`src/rtl/sram_cycle_ctrl.sv`:
```
module sram_cycle_ctrl #(
  parameter int ADDR_W    = 12,
  parameter int DATA_W    = 8,
  parameter int RD_CYC    = 3,
  parameter int WP_CYC    = 2,
  parameter int WZ_CYC    = 2,
  parameter int DSU_CYC   = 2,
  parameter int REC_CYC   = 1,
  parameter int OE_WR_LOW = 1,
  parameter int CNT_W     = 8
) (
  input  logic              clk,
  input  logic              rst_n,
  input  logic              req,
  input  logic              we,
  input  logic [ADDR_W-1:0] addr,
  input  logic [DATA_W-1:0] wdata,
  output logic              ready,
  output logic              done,
  output logic [DATA_W-1:0] rdata,
  output logic [ADDR_W-1:0] mem_addr,
  output logic              mem_ce_n,
  output logic              mem_we_n,
  output logic              mem_oe_n,
  output logic [DATA_W-1:0] mem_dq_out,
  output logic              mem_dq_oe,
  input  logic [DATA_W-1:0] mem_dq_in
);
  localparam int WZ_EFF  = (OE_WR_LOW != 0) ? WZ_CYC : 0;
  localparam int PW_LEN  = (WZ_EFF + DSU_CYC > WP_CYC) ? WZ_EFF + DSU_CYC : WP_CYC;
  localparam int RD_LEN  = (RD_CYC < 1) ? 1 : RD_CYC;
  localparam int REC_LEN = (REC_CYC < 1) ? 1 : REC_CYC;
  localparam logic [CNT_W-1:0] RD_LD   = CNT_W'(RD_LEN - 1);
  localparam logic [CNT_W-1:0] PW_LD   = CNT_W'(PW_LEN - 1);
  localparam logic [CNT_W-1:0] REC_LD  = CNT_W'(REC_LEN - 1);
  localparam logic [CNT_W-1:0] DRV_LIM = CNT_W'(PW_LEN - WZ_EFF);

  typedef enum logic [2:0] {S_IDLE, S_RD, S_WSU, S_WP, S_REC} state_t;

  state_t            state;
  logic [CNT_W-1:0]  cnt;
  logic              hold;
  logic [DATA_W-1:0] wd_q;

  assign ready      = (state == S_IDLE);
  assign mem_dq_out = wd_q;
  assign mem_dq_oe  = hold || (state == S_WP && cnt < DRV_LIM);

  always_ff @(posedge clk) begin
    if (!rst_n) begin
      state    <= S_IDLE;
      cnt      <= '0;
      hold     <= 1'b0;
      done     <= 1'b0;
      mem_ce_n <= 1'b1;
      mem_we_n <= 1'b1;
      mem_oe_n <= 1'b1;
      mem_addr <= '0;
      wd_q     <= '0;
      rdata    <= '0;
    end else begin
      done <= 1'b0;
      hold <= 1'b0;
      case (state)
        S_IDLE: if (req) begin
          mem_addr <= addr;
          mem_ce_n <= 1'b0;
          if (we) begin
            wd_q     <= wdata;
            mem_oe_n <= (OE_WR_LOW == 0);
            state    <= S_WSU;
          end else begin
            mem_oe_n <= 1'b0;
            cnt      <= RD_LD;
            state    <= S_RD;
          end
        end
        S_RD: if (cnt == '0) begin
          rdata    <= mem_dq_in;
          done     <= 1'b1;
          mem_ce_n <= 1'b1;
          mem_oe_n <= 1'b1;
          cnt      <= REC_LD;
          state    <= S_REC;
        end else cnt <= cnt - 1'b1;
        S_WSU: begin
          mem_we_n <= 1'b0;
          cnt      <= PW_LD;
          state    <= S_WP;
        end
        S_WP: if (cnt == '0) begin
          mem_we_n <= 1'b1;
          mem_ce_n <= 1'b1;
          mem_oe_n <= 1'b1;
          done     <= 1'b1;
          hold     <= 1'b1;
          cnt      <= REC_LD;
          state    <= S_REC;
        end else cnt <= cnt - 1'b1;
        S_REC: if (cnt == '0) state <= S_IDLE;
               else cnt <= cnt - 1'b1;
        default: state <= S_IDLE;
      endcase
    end
  end
endmodule

```
`config.mk`:
```
export PLATFORM = sky130hd
export DESIGN_NAME = sram_cycle_ctrl
export DESIGN_NICKNAME = d
export VERILOG_FILES = /design/src/rtl/sram_cycle_ctrl.sv
export SDC_FILE = /design/constraint.sdc
export NUM_CORES = 1
export LEC_CHECK = 0
export ABC_CLOCK_PERIOD_IN_PS = 1800
export CAP_MARGIN = 25
export CORE_MARGIN = 10
export CORE_UTILIZATION = 40
export DETAILED_ROUTE_END_ITERATION = 10
export GPL_TIMING_DRIVEN = 0
export PLACE_DENSITY = 0.79
export SYNTH_ARGS = -nofsm -noshare
export SYNTH_HDL_FRONTEND = slang
export SYNTH_SLANG_ARGS = --single-unit
```
`constraint.sdc`:
```
create_clock -name clk -period 1.8 [get_ports clk]
set_input_delay 0.36 -clock clk [delete_from_list [all_inputs] [get_ports clk]]
set_output_delay 0.36 -clock clk [all_outputs]
set_load 0.01 [all_outputs]
```
==> summary.md <==
| Metric | Value |
|---|---|
| Status | `finished with violations` |
| Failing checks | `negative setup slack` |
| Final setup violation count | `6` |
| P per Cell Area | `between 1500 and 2000 nW/um^2` |
| Most common cell after layout, fill and taps aside | `clkdlybuf4s50_1` |
| Unrepaired setup endpoints after global routing | `true` |
| Total net switching power | `~0.0017 W` |
| TritonCTS buffer count | `5` |
| Tightest Pin Transition | `~0.45 ns` |
| Initial Util | `approximately two fifths` |
| IO Pins | `66` |
| R2R Path End | `rdata[6]` |
| Synth Instances | `approximately 220` |
| Final ANT Viol Nets | `0` |
| Ys Warns | `0` |
| N_diodes | `0` |
| Mapped cell area | `between 1500 and 2000 um^2` |
| Clock Root Buffer | `clkbuf_8` |
| Fmax | `about 500 MHz` |
| Commonest non-fill, non-tap cells in the layout | `62 x clkdlybuf4s50_1, 49 x nand2_1, 41 x dfxtp_1` |
| Worst-skew pair later-pin latency | `roughly 0.30 ns` |
| GPL Wtd Cong | `0.738` |
| Clk sink count | `43` |
| # DRC | `0` |
| Die height | `between 80 and 90 um` |
| Setup crit end kind | `primary output` |
| Final period utilization | `111%` |
| Sequential share of the synthesized area | `46.5%` |
| Minimum clock period | `roughly 2.0 ns` |
| Final-stage net count | `roughly 330` |
| Ys async rst share | `0%` |
| Final hold vios | `0` |
| Synth-to-Final Area Change | `47.1%` |
| Final Max Tran Viols | `0` |
| First-pass GRT wire length | `between 8 and 9 mm` |
| Register Area | `around 860 um^2` |
| CTS tree | `done` |
| CTS Buffer Depth | `2` |
| Crit path depth | `4` |
| TNS Setup | `-0.282 ns` |
| I/O Buffers | `64` |
| Starting DRC count in detailed routing | `144` |
| Crit path to | `mem_dq_oe` |
| Clock Skew | `around 0.0060 ns` |
| Lkg Pwr | `~1.1 nW` |
| Main synth FF type | `dfxtp_1` |
| Hpwl dp | `3.86 mm` |
| Hold Path Class | `in -> reg` |
| Sw Ratio | `about two fifths` |
| Clock slew at reported path FFs | `~0.08 ns` |
| WL final | `approximately 5.2 mm` |
| Worst Path Arrival | `around 1.7 ns` |
| CP cell instances | `or4_4 > nor3_4 > a41o_1 > buf_2` |
| Post-DR wirelength/cell | `15.1 um` |
| Final core occ | `61.7%` |
| Reg2Reg Launch Point | `cnt[2]` |
| GRT Overall Usage | `roughly an eighth` |
| CP top delay family | `simple AND/OR/NAND/NOR gates` |
| Clock power frac | `approximately 16%` |
| Layout cells sized above 1 | `between 10% and 20%` |
| Initial antenna violation count | `0` |
| Kind of critical path | `reg -> out` |
| GR Overflow Total | `0` |
| Placed cell count | `337` |
| CP max-delay cell | `or4_4` |
| PnR Total Power | `0.00451 W` |
| Non-filler instance count after layout | `346` |
| Netlist cell types | `42` |
| #FFs+latches synth | `43` |
| Combinational share of power | `between 50% and 60%` |
| Vias in the first global route | `1,780` |
| Die ar. | `between 7000 and 8000 um^2` |
| Seq pwr share | `31.2%` |
| Max-cap violations | `0` |
| FP Rows | `24` |
| Layout fillers | `about 380` |
| Die width | `between 80 and 90 um` |
| Buf/Inv on CP | `1` |
| Peak VDD IR | `between 700 and 800 uV` |
| CP Launch Type | `flop` |
| Core area | `~4400 um^2` |
| Vias per cell | `~5.2` |
| Worst hold margin | `~0.37 ns` |
| Total number of vias | `about 1,800` |
| EDFF count, synth | `0` |
| Headroom to the max-slew limit | `69.9%` |
| H-Tree Depth | `2` |
| CP Launch Point | `cnt[5]` |
| Slowest stage delay, CP | `~0.55 ns` |
| Syn avg cell area | `between 8 and 9 um^2` |
| Area occupied by multi-input gates | `between 900 and 1000 um^2` |
| CP max FO | `4` |
| Critical Path RT | `1.44 ns` |
| Largest net degree at the start of global routing | `13` |
| Initial DRT Pass Iterations | `4` |
| Cell Int Power | `0.00276 W` |
| R2R depth | `6` |
| Synthesized Nets | `approximately 260` |
| Hold_buf cts | `0` |
| Final WS setup | `-0.207 ns` |
| R2r setup slk | `-0.03 ns` |
## cells in the mapped netlist, types with 2 or more instances
cell	count	area, um^2
buf_2	6	30.0
nor2b_1	2	12.5
dfxtp_1	43	861
nand2_1	49	184
nor2_1	10	37.5
xor2_1	2	17.5
ha_1	2	25.0
o21ai_0	10	50.1
buf_4	2	15.0
or3_1	2	12.5
o21ai_1	4	20.0
o22ai_1	5	31.3
nor3_1	4	20.0
nand3_1	16	80.1
a21boi_0	20	150
clkbuf_1	5	18.8
and2_1	3	18.8
inv_1	5	18.8
a21oi_1	8	40.0
## power by group through the flow
stage	registers, W	clock network [W]	logic (W)
after global placement	0.00139	0	0.00207
after global routing	0.00144	0.000780	0.00264
final	0.00141	0.000728	0.00237
after detailed placement	0.00140	0	0.00210
after CTS	0.00140	0.000733	0.00224
after floorplan	0.00145	0	0.00129
## layout make-up
class                   instances  area share (%)
multi-input cells             159            34.8
flip-flops and latches         43            31.7
repair buffers                 66            23.8
plain buffers                  14            2.85
clock buffers                   6            2.66
well taps                      52            2.39
clock inverters                 1            1.10
inverters                       5           0.689
## state kept, by name, indices dropped and copies added (netlist names)
signal,cells
rdata,8
mem_oe_n,1
hold,1
done,1
mem_we_n,1
mem_addr,12
cnt,8
state,3
mem_dq_out,8
## worst min-delay path by stage
stage	from	end	slack [ns]	cells past startpoint
2_1_floorplan	cnt[7]	cnt[7]	0.45	1
4_1_cts	rst_n	rdata[3]	0.38	3
6_report	rst_n	rdata[3]	0.37	3
3_3_place_gp	mem_addr[5]	mem_addr[5]	0.45	2
5_1_grt	rst_n	rdata[3]	0.38	3
3_5_place_dp	mem_dq_out[0]	mem_dq_out[0]	0.46	2
## metal layers
| layer | vias up | part of all wire, % | track usage (%) |
|---|---|---|---|
| li1 | 896 | - | - |
| met1 | 827 | 38 | 14.1 |
| met2 | 57 | 49 | 21.4 |
| met3 | 6 | 12 | 8.54 |
| met4 | 0 | 1.3 | 4.14 |
| met5 | - | 0 | 0 |
## stage by stage
step | worst slack [ns] | cell area [um^2]
after global routing | -0.255 | 2730
after detailed placement | -0.453 | 2560
after global placement | -0.388 | 2560
after CTS | -0.216 | 2690
after floorplan | 0.0887 | 1850
final | -0.207 | 2730
## what timing repair did
item | 4_1_cts | 5_1_grt
gates resized for setup | 14 | 6
endpoints found under the hold margin | 0 | 0
buffers inserted | 1 | 1
pin swaps | 1 | 1
endpoints found under the setup margin | 11 | 17
## logic make-up after synthesis
| group | Yosys count | share of synthesized area [%] |
|---|---|---|
| AO/OA/AOI/OAI | 55 | 19.9 |
| XOR/XNOR | 2 | 0.945 |
| adder cells (fa/ha/maj) | 2 | 1.35 |
| buffers and inverters | 19 | 5.20 |
| flip-flops | 43 | 46.5 |
| multiplexers | 1 | 0.608 |
| AND/OR/NAND/NOR | 99 | 25.5 |
## worst reg2reg max path, cell delays in order (launching register included)
cell and delay (ns):
dfxtp_1 0.36, nor4_1 0.39, and4_2 0.37, nand2_1 0.19, buf_2 0.23, nand3_1 0.09
o21ai_0 0.09
Note: power is estimated with default switching activity, not from simulation.
